**src/rtl/fg_pkg.sv**
```systemverilog
package fg_pkg;

  typedef enum logic {
    ACT_CLR_OVR = 1'b0,
    ACT_CLR_DIR = 1'b1
  } fg_act_e;

  typedef struct packed {
    logic    prot_en;
    fg_act_e act;
    logic    cyc_mode;
    logic    irq_en;
  } fg_ctl_t;

endpackage

```
**src/rtl/fg_cfg_regs.sv**
```systemverilog
module fg_cfg_regs
  import fg_pkg::*;
#(
  parameter int N_EVT = 8
) (
  input  logic             clk,
  input  logic             rst,
  input  logic             wr_i,
  input  logic [N_EVT-1:0] evt_en_i,
  input  fg_ctl_t          ctl_i,
  input  logic             lock_i,
  output logic [N_EVT-1:0] evt_en_q,
  output fg_ctl_t          ctl_q,
  output logic             lock_q
);

  always_ff @(posedge clk) begin
    if (rst) begin
      evt_en_q <= '0;
      ctl_q    <= '0;
      lock_q   <= 1'b0;
    end else if (wr_i && !lock_q) begin
      evt_en_q <= evt_en_i;
      ctl_q    <= ctl_i;
      lock_q   <= lock_i;
    end
  end

endmodule

```
**src/rtl/fg_detect.sv**
```systemverilog
module fg_detect #(
  parameter int N_EVT = 8
) (
  input  logic             clk,
  input  logic             rst,
  input  logic [N_EVT-1:0] evt_i,
  input  logic [N_EVT-1:0] evt_en,
  input  logic             prot_en,
  output logic             raw_o,
  output logic             cond_q
);

  assign raw_o = prot_en & (|(evt_i & evt_en));

  always_ff @(posedge clk) begin
    if (rst) cond_q <= 1'b0;
    else     cond_q <= raw_o;
  end

endmodule

```
**src/rtl/fg_fsm.sv**
```systemverilog
module fg_fsm
  import fg_pkg::*;
(
  input  logic    clk,
  input  logic    rst,
  input  logic    raw_i,
  input  logic    cond_i,
  input  logic    upd_i,
  input  logic    flag_clr_i,
  input  logic    cyc_mode,
  input  logic    irq_en,
  input  fg_act_e act_cfg,
  output logic    fault_st_q,
  output logic    flag_q,
  output logic    irq_q,
  output fg_act_e act_q,
  output fg_act_e act_eff,
  output logic    recover_o
);

  logic flag_d;

  assign recover_o = fault_st_q & ~cond_i & upd_i & (cyc_mode | ~flag_q);
  assign act_eff   = fault_st_q ? act_q : act_cfg;

  always_comb begin
    flag_d = flag_q;
    if (cond_i)                  flag_d = 1'b1;
    else if (flag_clr_i && !raw_i) flag_d = 1'b0;
  end

  always_ff @(posedge clk) begin
    if (rst) begin
      fault_st_q <= 1'b0;
      flag_q     <= 1'b0;
      irq_q      <= 1'b0;
      act_q      <= ACT_CLR_OVR;
    end else begin
      flag_q <= flag_d;
      irq_q  <= flag_d & irq_en;
      if (cond_i) begin
        fault_st_q <= 1'b1;
        if (!fault_st_q) act_q <= act_cfg;
      end else if (recover_o) begin
        fault_st_q <= 1'b0;
      end
    end
  end

endmodule

```
**src/rtl/fg_outregs.sv**
```systemverilog
module fg_outregs
  import fg_pkg::*;
#(
  parameter int OUT_W = 8
) (
  input  logic             clk,
  input  logic             rst,
  input  logic             ov_wr,
  input  logic [OUT_W-1:0] ov_wdata,
  input  logic             dir_wr,
  input  logic [OUT_W-1:0] dir_wdata,
  input  logic             clr_i,
  input  logic             hold_i,
  input  logic             recover_i,
  input  fg_act_e          act_i,
  input  logic             pat_mode,
  input  logic [OUT_W-1:0] pat_buf,
  input  logic [OUT_W/2-1:0] dti_en,
  output logic [OUT_W-1:0] ov_q,
  output logic [OUT_W-1:0] dir_q
);

  localparam int PAIRS = OUT_W / 2;

  logic [OUT_W-1:0] pair_v;
  logic [OUT_W-1:0] rest_v;
  logic             ov_tgt;
  logic             dir_tgt;

  for (genvar k = 0; k < PAIRS; k++) begin : g_pair
    assign pair_v[2*k]   = dti_en[k];
    assign pair_v[2*k+1] = dti_en[k];
  end

  assign rest_v  = pat_mode ? pat_buf : pair_v;
  assign ov_tgt  = (act_i == ACT_CLR_OVR);
  assign dir_tgt = (act_i == ACT_CLR_DIR);

  always_ff @(posedge clk) begin
    if (rst)                       ov_q <= '0;
    else if (ov_tgt && clr_i)      ov_q <= '0;
    else if (ov_tgt && recover_i)  ov_q <= rest_v;
    else if (ov_tgt && hold_i)     ov_q <= ov_q;
    else if (ov_wr)                ov_q <= ov_wdata;
  end

  always_ff @(posedge clk) begin
    if (rst)                       dir_q <= '0;
    else if (dir_tgt && clr_i)     dir_q <= '0;
    else if (dir_tgt && recover_i) dir_q <= rest_v;
    else if (dir_tgt && hold_i)    dir_q <= dir_q;
    else if (dir_wr)               dir_q <= dir_wdata;
  end

endmodule

```
**src/rtl/pwm_fault_guard.sv**
```systemverilog
module pwm_fault_guard
  import fg_pkg::*;
#(
  parameter int N_EVT = 8,
  parameter int OUT_W = 8
) (
  input  logic               clk,
  input  logic               rst,
  input  logic [N_EVT-1:0]   evt_i,
  input  logic               cfg_wr,
  input  logic [N_EVT-1:0]   cfg_evt_en,
  input  logic               cfg_prot_en,
  input  logic               cfg_act,
  input  logic               cfg_cyc_mode,
  input  logic               cfg_irq_en,
  input  logic               cfg_lock,
  input  logic               upd_i,
  input  logic               flag_clr_i,
  input  logic               ov_wr,
  input  logic [OUT_W-1:0]   ov_wdata,
  input  logic               dir_wr,
  input  logic [OUT_W-1:0]   dir_wdata,
  input  logic               pat_mode,
  input  logic [OUT_W-1:0]   pat_buf,
  input  logic [OUT_W/2-1:0] dti_en,
  output logic [OUT_W-1:0]   ov_o,
  output logic [OUT_W-1:0]   dir_o,
  output logic               fault_flag_o,
  output logic               err_irq_o
);

  fg_ctl_t          ctl_in;
  fg_ctl_t          ctl_q;
  logic [N_EVT-1:0] evt_en_q;
  logic             lock_q;
  logic             raw_hit;
  logic             cond_q;
  logic             fault_st;
  logic             recover;
  fg_act_e          act_q;
  fg_act_e          act_eff;

  always_comb begin
    ctl_in.prot_en  = cfg_prot_en;
    ctl_in.act      = fg_act_e'(cfg_act);
    ctl_in.cyc_mode = cfg_cyc_mode;
    ctl_in.irq_en   = cfg_irq_en;
  end

  fg_cfg_regs #(.N_EVT(N_EVT)) u_cfg (
    .clk(clk), .rst(rst), .wr_i(cfg_wr), .evt_en_i(cfg_evt_en),
    .ctl_i(ctl_in), .lock_i(cfg_lock),
    .evt_en_q(evt_en_q), .ctl_q(ctl_q), .lock_q(lock_q)
  );

  fg_detect #(.N_EVT(N_EVT)) u_det (
    .clk(clk), .rst(rst), .evt_i(evt_i), .evt_en(evt_en_q),
    .prot_en(ctl_q.prot_en), .raw_o(raw_hit), .cond_q(cond_q)
  );

  fg_fsm u_fsm (
    .clk(clk), .rst(rst), .raw_i(raw_hit), .cond_i(cond_q),
    .upd_i(upd_i), .flag_clr_i(flag_clr_i), .cyc_mode(ctl_q.cyc_mode),
    .irq_en(ctl_q.irq_en), .act_cfg(ctl_q.act),
    .fault_st_q(fault_st), .flag_q(fault_flag_o), .irq_q(err_irq_o),
    .act_q(act_q), .act_eff(act_eff), .recover_o(recover)
  );

  fg_outregs #(.OUT_W(OUT_W)) u_out (
    .clk(clk), .rst(rst), .ov_wr(ov_wr), .ov_wdata(ov_wdata),
    .dir_wr(dir_wr), .dir_wdata(dir_wdata), .clr_i(cond_q),
    .hold_i(fault_st), .recover_i(recover), .act_i(act_eff),
    .pat_mode(pat_mode), .pat_buf(pat_buf), .dti_en(dti_en),
    .ov_q(ov_o), .dir_q(dir_o)
  );

endmodule

```
**config.mk**
```make
export PLATFORM = sky130hd
export DESIGN_NAME = pwm_fault_guard
export DESIGN_NICKNAME = d
export VERILOG_FILES = /design/src/rtl/fg_pkg.sv /design/src/rtl/fg_cfg_regs.sv /design/src/rtl/fg_detect.sv /design/src/rtl/fg_fsm.sv /design/src/rtl/fg_outregs.sv /design/src/rtl/pwm_fault_guard.sv
export SDC_FILE = /design/constraint.sdc
export NUM_CORES = 1
export LEC_CHECK = 0
export ABC_AREA = 1
export BUFFER_PORTS_ARGS = -buffer_cell sky130_fd_sc_hd__buf_4
export CAP_MARGIN = 20
export CORE_ASPECT_RATIO = 0.8
export CORE_UTILIZATION = 45
export DETAILED_ROUTE_END_ITERATION = 7
export PLACE_DENSITY = 0.78
export SLEW_MARGIN = 15
export SYNTH_ARGS = -nofsm -noshare
export SYNTH_HDL_FRONTEND = slang
export SYNTH_SLANG_ARGS = --single-unit
```
**constraint.sdc**
```tcl
create_clock -name clk -period 1.38 [get_ports clk]
set_input_delay 0.138 -clock clk [delete_from_list [all_inputs] [get_ports clk]]
set_output_delay 0.138 -clock clk [all_outputs]
set_load 0.01 [all_outputs]
```
==> key figures, run 1 <==
Logic synthesis
  – Ys Warns: 0
  – Top cells by area, synth: dfxtp_1 44%, nor2_1 12%, nand2_1 11%
  – Synth top area share: 43.9%
  – Cell taking the most area after synthesis: dfxtp_1
  – Post-Synthesis Cells: 221
  – #FFs+latches synth: 34
  – Mean Syn Cell Area: 7.01 um2
  – Synthesized area: 1550 um2
  – Syn nets: 278
  – Register area share after synthesis: 43.9%
  – Netlist cell types: 17

Critical path
  – Slowest cell delay on critical path: 0.31 ns
  – Worst path cell trace: inv_1, nand4_2, nor2_4, buf_12, nand2_1, nand2_1, nor2_1
  – Reg2reg start: u_det.cond_q$_SDFF_PP0_
  – Critical path's most frequent cell: nand2_1
  – R2r worst-path depth: 7
  – Worst reg2reg setup slack: 0.04 ns
  – Slowest-stage cell, CP: dfxtp_1
  – WS Path Type: register to register
  – Worst Path Max Fanout: 16
  – Worst reg2reg endpoint: u_out.ov_q[2]$_SDFFE_PP0P_
  – CP endpoint kind: register
  – WP buf/inv: 2
  – CP arrival: 1.51 ns
  – CP Launch Type: register
  – Top Family by Delay on Critical Path: simple AND/OR/NAND/NOR gates
  – Crit path required time: 1.55 ns

Timing
  – Final setup violation count: 0
  – Final hold vios: 0
  – Final period util: 97.0%
  – Tmin final: 1.34 ns
  – Worst Hold Margin: 0.0834 ns
  – Skew final: 0.00369 ns
  – Slew @ Worst Pin: 0.373 ns
  – Fmax: 747 MHz
  – Final Max Slew Viols: 0
  – Slew headroom: 75.1%

Power
  – Int Pwr: 0.00171 W
  – Power density over the cells: 1010 nW/um2
  – Flop pwr share: 47.3%
  – Lkg Pwr: 1.12 nW
  – Switching Fraction: 26.5%
  – Peak supply drop: 0.722 mV
  – Combinational share of power: 20.5%
  – Clock network power share: 32.2%
  – Total power: 0.00232 W
  – NetSw: 0.000614 W

Global routing
  – GRT Overall Usage: 24.2%
  – Initial antenna violation count: 0
  – First-pass GRT wire length: 6.40 mm
  – Grt ovf: 0
  – Vias in the first global route: 1475
  – Largest net degree at the start of global routing: 17

Die
  – Die Y: 54.5 um
  – # rows: 18
  – Core ar.: 3180 um2
  – Die area: 3680 um2
  – I/O Pins: 75
  – Chip width: 67.6 um
  – Initial Util: 48.8%

Clock network
  – Max Root-Sink Buffers: 2
  – Cts bufs inserted: 5
  – TritonCTS clock tree: done
  – CTS Sinks: 34
  – Skew-Pair Late Insertion Delay: 0.28 ns
  – Clock-pin slew on the worst setup and hold paths: 0.06 ns
  – Clk Tree Root Cell: clkbuf_8
  – Max H-tree Level: 2

Min path
  – Class of the worst hold path: input pin to register
  – Hold depth: 2
  – Hold EP: u_fsm.fault_st_q$_SDFFE_PP0P_
  – Hold Crit Start: rst

Route
  – Vias/cell: 4.85
  – Average wire per standard cell: 12.0 um
  – Drt first pass iters: 4
  – Initial DRC Count: 95
  – Via count: 1673
  – Antenna Violating Nets Remaining: 0
  – DRC: 0
  – Drt total wl: 4.13 mm

Cells and area
  – NumNets Final: 361
  – FILL cells: 288
  – Area Growth Syn to Fin: 48.5%
  – Layout cell share with drive strength beyond 1: 33.1%
  – Final Cell Area: 2300 um2
  – Finished Layout Cells: 345
  – ANT cells: 0

Place
  – Detailed Place HPWL: 3.13 mm
  – Port bufs: 74
  – Placed cell areas: 2160 um2
  – Cells after DPL: 333
  – RePlAce Congestion: 0.797

Status
  – Outcome: complete, no violations

Job
  – Max-Cap Viols: 0
==> final cells by class <==
| cell class | instances | area [um2] | area share [%] |
|---|---|---|---|
| Clock buffer | 7 | 86.3 | 3.75 |
| Clock inverter | 1 | 5.00 | 0.217 |
| Inverter | 28 | 105 | 4.57 |
| Multi-Input combinational cell | 154 | 753 | 32.7 |
| Sequential cell | 34 | 682 | 29.6 |
| Tap cell | 40 | 50.0 | 2.17 |
| Timing Repair Buffer | 81 | 621 | 27.0 |
==> metal layers <==
layer,global-route usage [%],part of all wire [%],vias up
li1,-,-,871
met1,31.2,46,743
met2,38.3,45,52
met3,6.04,7.7,7
met4,10.6,1.4,0
met5,0,0,-
==> how the worst max path moves through the flow <==
stage	depth (start not counted)	startpoint	slack, ns	end
finish	7	u_det.cond_q$_SDFF_PP0_	0.04	u_out.ov_q[2]$_SDFFE_PP0P_
CTS	7	u_fsm.fault_st_q$_SDFFE_PP0P_	0.002	u_out.ov_q[2]$_SDFFE_PP0P_
global placement	7	u_fsm.fault_st_q$_SDFFE_PP0P_	0.04	u_out.ov_q[3]$_SDFFE_PP0P_
detailed placement	7	u_fsm.fault_st_q$_SDFFE_PP0P_	0.01	u_out.dir_q[3]$_SDFFE_PP0P_
global route	7	u_det.cond_q$_SDFF_PP0_	-0.003	u_out.ov_q[2]$_SDFFE_PP0P_
floorplan	7	u_det.cond_q$_SDFF_PP0_	0.17	u_out.ov_q[6]$_SDFFE_PP0P_
==> layout by cell type, fill, tap and decap left out <==
cell	n
buf_4	80
nor2_1	49
nand2_1	47
dfxtp_1	33
inv_1	25
a21oi_1	19
o21ai_0	13
a211oi_1	8
o211ai_1	8
clkbuf_8	6
inv_2	3
nor2_4	3
nand2_2	2
a21oi_4	2
nand4_2	1
o21ai_1	1
o21ai_4	1
clkbuf_1	1
clkinv_2	1
buf_12	1
dfxtp_2	1
==> cell usage after synthesis <==
master / number
nor2_4: 2
inv_1: 26
nand2_2: 2
a21oi_4: 1
nand4_2: 1
o211ai_1: 8
buf_4: 2
nand2_1: 47
inv_2: 2
dfxtp_1: 34
a21oi_2: 1
o21ai_0: 14
nor2_1: 49
a21oi_1: 19
o21ai_4: 1
a211oi_1: 8
clkbuf_1: 4
==> logic make-up after synthesis <==
family / synth area share (%)
and+or+nand+nor: 26.3
AOI/OAI and AO/OA: 21.1
DFF: 43.9
buffers and inverters: 8.72
==> registers in the layout (all words and copies together) (netlist names) <==
signal,count
u_cfg.evt_en_q,8
u_out.ov_q,8
u_fsm.act_q,1
u_fsm.fault_st_q,1
u_fsm.irq_q,1
u_cfg.lock_q,1
u_cfg.ctl_q,4
u_det.cond_q,1
u_fsm.flag_q,1
u_out.dir_q,8
==> timing repair <==
action                     4_1_cts  5_1_grt
resized for setup                0        5
hold buffers                     0        0
buffers inserted                 0        3
setup endpoints to repair        0       16
==> power by group through the flow <==
stage               combinational (W)  clock (W)  sequential (W)
floorplan                    0.000208          0         0.00113
global placement             0.000451          0         0.00111
detailed placement           0.000458          0         0.00112
CTS                          0.000462   0.000758         0.00110
global route                 0.000532   0.000816         0.00111
finish                       0.000477   0.000746         0.00110
==> per-stage QoR <==
stage,TNS [ns],setup WS [ns],util [%]
6_report,0,0.0419,72.5
3_5_place_dp,0,0.0148,67.9
4_1_cts,0,0.00181,70.8
3_3_place_gp,0,0.0393,67.9
2_1_floorplan,0,0.172,-
5_1_grt,-0.00280,-0.00280,72.5
Power figures use the tool's default switching activity.
==> run 2: changes to the inputs <==
Settings changed: CORE_UTILIZATION 45 to 46, PLACE_DENSITY 0.78 to 0.77, SYNTH_HIERARCHICAL from default to 1.
==> key figures, run 2 <==
Status
  – Outcome: complete, no violations

Min path
  – Hold depth: 3
  – Hold EP: u_cfg/lock_q$_SDFFE_PP0P_
  – Class of the worst hold path: input pin to register
  – Hold Crit Start: cfg_lock

Critical path
  – Worst Path Max Fanout: 8
  – Slowest cell delay on critical path: 0.39 ns
  – WP buf/inv: 2
  – WS Path Type: register to register
  – Critical path's most frequent cell: nand2_1
  – CP arrival: 1.55 ns
  – CP endpoint kind: register
  – Slowest-stage cell, CP: dfxtp_4
  – Top Family by Delay on Critical Path: simple AND/OR/NAND/NOR gates
  – CP Launch Type: register
  – Worst path cell trace: nand2_1, nand2_4, nand2_1, nand2_2, clkinvlp_4, nand3_2, nand3_2, nand2_1, inv_1
  – Worst reg2reg setup slack: 0.01 ns
  – Crit path required time: 1.57 ns
  – Worst reg2reg endpoint: u_out/dir_q[4]$_SDFFE_PP0P_
  – R2r worst-path depth: 9
  – Reg2reg start: u_fsm/fault_st_q$_SDFFE_PP0P_

Logic synthesis
  – Simple-gate area share of the yosys netlist: 40.4%
  – Top cells by area, synth: dfxtp_1 37%, nand2_1 17%, nand3_1 15%
  – Commonest cells post-synth: 83 x nand2_1, 53 x nand3_1, 47 x inv_1
  – Largest family of logic cells by synthesized area: simple AND/OR/NAND/NOR gates
  – Mean Syn Cell Area: 6.24 um2
  – Synthesized area: 1820 um2
  – Ys Warns: 6
  – Compound-Gate Fraction of Synth Area: 8.30%
  – Post-synthesis adder-cell area fraction: 0%
  – Syn nets: 349
  – #FFs+latches synth: 34
  – Post-synth EDFFs: 0
  – Post-Synth XOR/XNOR Area: 0%
  – Register area share after synthesis: 37.3%
  – Synth top area share: 37.3%
  – Count leader, synth: nand2_1
  – Cell taking the most area after synthesis: dfxtp_1
  – Mux share of post-synthesis cell area: 0%
  – Post-Synthesis Cells: 292
  – Ys async rst share: 0%
  – Netlist cell types: 19
  – Post-synth top flop: dfxtp_1

Route
  – Initial DRC Count: 79
  – Highest Signal Layer: met4
  – Vias/cell: 4.71
  – Met2 wire length: 2.30 mm
  – DRC: 0
  – Met3 WL: 309 um
  – Drt total wl: 4.81 mm
  – Via count: 2040
  – M1 WL: 2.16 mm
  – Antenna Violating Nets Remaining: 0
  – Drt first pass iters: 5
  – Average wire per standard cell: 11.1 um

Global routing
  – First-pass GRT wire length: 7.31 mm
  – Largest net degree at the start of global routing: 17
  – Grt ovf: 0
  – Initial antenna violation count: 0
  – GRT Overall Usage: 22.2%
  – Vias in the first global route: 1749

Timing
  – Skew final: 0.00356 ns
  – Final Max Slew Viols: 0
  – Slew @ Worst Pin: 0.376 ns
  – Final period util: 99.2%
  – Slew headroom: 74.6%
  – RSZ-0062 raised after global routing: yes
  – Final setup violation count: 0
  – Fmax: 730 MHz
  – Final hold vios: 0
  – Tmin final: 1.37 ns

Die
  – Die area: 4220 um2
  – Core ar.: 3800 um2
  – Chip width: 72.4 um
  – I/O Pins: 75
  – Initial Util: 47.9%
  – Die Y: 58.3 um
  – # rows: 20

Cells and area
  – Top flop regs: u_cfg/evt_en_q x8, u_out/dir_q x8, u_out/ov_q x8
  – Most common cell after layout, fill and taps aside: buf_4
  – ANT cells: 0
  – Post-layout util: 71.1%
  – Layout cell share with drive strength beyond 1: 33.3%
  – NumNets Final: 434
  – Area Growth Syn to Fin: 48.2%
  – Most frequent cells in the layout: 84 x buf_4, 82 x nand2_1, 44 x inv_1

Clock network
  – CTS Sinks: 34
  – Clock-pin slew on the worst setup and hold paths: 0.07 ns
  – Clk Tree Root Cell: clkbuf_8
  – TritonCTS clock tree: done
  – Max Root-Sink Buffers: 2
  – Hold Buf Count CTS: 0
  – Max H-tree Level: 2
  – Skew-Pair Late Insertion Delay: 0.28 ns
  – Cts bufs inserted: 5

Power
  – Lkg Pwr: 1.54 nW
  – Total power: 0.00240 W
  – Peak supply drop: 0.573 mV
  – Power density over the cells: 888 nW/um2

Place
  – Detailed Place HPWL: 3.46 mm
  – Port bufs: 74
  – RePlAce Congestion: 0.852

Job
  – Max-Cap Viols: 0
-- run 2: logic make-up after synthesis --
kind of cell	Yosys count
and+or+nand+nor	173
buffers and inverters	61
AOI/OAI and AO/OA	24
DFF	34
-- run 2: per-layer routing --
layer / vias to the layer above / global-route usage [%]
met2: 63 / 35.1
met5: - / 0
met4: 0 / 6.44
met3: 6 / 5.31
li1: 1068 / -
met1: 903 / 30.3
-- run 2: cell type report --
| type | instances | area [um2] |
|---|---|---|
| clock buffer | 6 | 82.6 |
| inverter | 53 | 208 |
| fill | 345 | 1100 |
| multi-input combinational | 197 | 970 |
| clock inverter | 2 | 12.5 |
| timing repair buffer | 86 | 676 |
| tap | 55 | 68.8 |
| sequential | 34 | 686 |
-- run 2: worst max-delay path by stage --
stage / to / slack, ns / startpoint / cells after the start
after floorplan: u_out/dir_q[6]$_SDFFE_PP0P_ / 0.02 / u_fsm/fault_st_q$_SDFFE_PP0P_ / 9
after global placement: u_out/ov_q[2]$_SDFFE_PP0P_ / 0.08 / u_fsm/fault_st_q$_SDFFE_PP0P_ / 10
after detailed placement: u_out/dir_q[5]$_SDFFE_PP0P_ / -0.004 / u_det/cond_q$_SDFF_PP0_ / 9
after CTS: u_out/dir_q[5]$_SDFFE_PP0P_ / 0.02 / u_det/cond_q$_SDFF_PP0_ / 9
after global routing: u_out/dir_q[4]$_SDFFE_PP0P_ / -0.06 / u_fsm/fault_st_q$_SDFFE_PP0P_ / 10
final: u_out/dir_q[4]$_SDFFE_PP0P_ / 0.01 / u_fsm/fault_st_q$_SDFFE_PP0P_ / 9
-- run 2: metrics by stage --
| step | area (um2) | hold slack [ns] | setup TNS [ns] | setup slack, ns | instances |
|---|---|---|---|---|---|
| 2_1_floorplan | 1830 | 0.203 | 0 | 0.0191 | 292 |
| 3_5_place_dp | 2470 | 0.396 | -0.00404 | -0.00404 | 421 |
| 3_3_place_gp | 2470 | 0.396 | 0 | 0.0767 | 421 |
| 6_report | 2700 | 0.108 | 0 | 0.0110 | 433 |
| 5_1_grt | 2700 | 0.113 | -0.330 | -0.0561 | 433 |
| 4_1_cts | 2570 | 0.0977 | 0 | 0.0239 | 429 |
-- run 2: timing repair --
item	4_1_cts	5_1_grt
cloned	0	1
setup buffers	0	3
pin swaps	0	10
setup endpoints to repair	5	16
resized for setup	2	20
-- run 2: worst register-to-register path: cells and delay by family (launching register included) --
kind | cells | cell delay, ns
flip-flops | 1 | 0.39
buffers and inverters | 2 | 0.23
AND/OR/NAND/NOR | 7 | 0.65
-- run 2: power breakdown --
part | switching [W] | internal [W]
logic | 0.000276 | 0.000274
clock network | 0.000355 | 0.000401
registers | 0.0000427 | 0.00105
total | 0.000673 | 0.00173
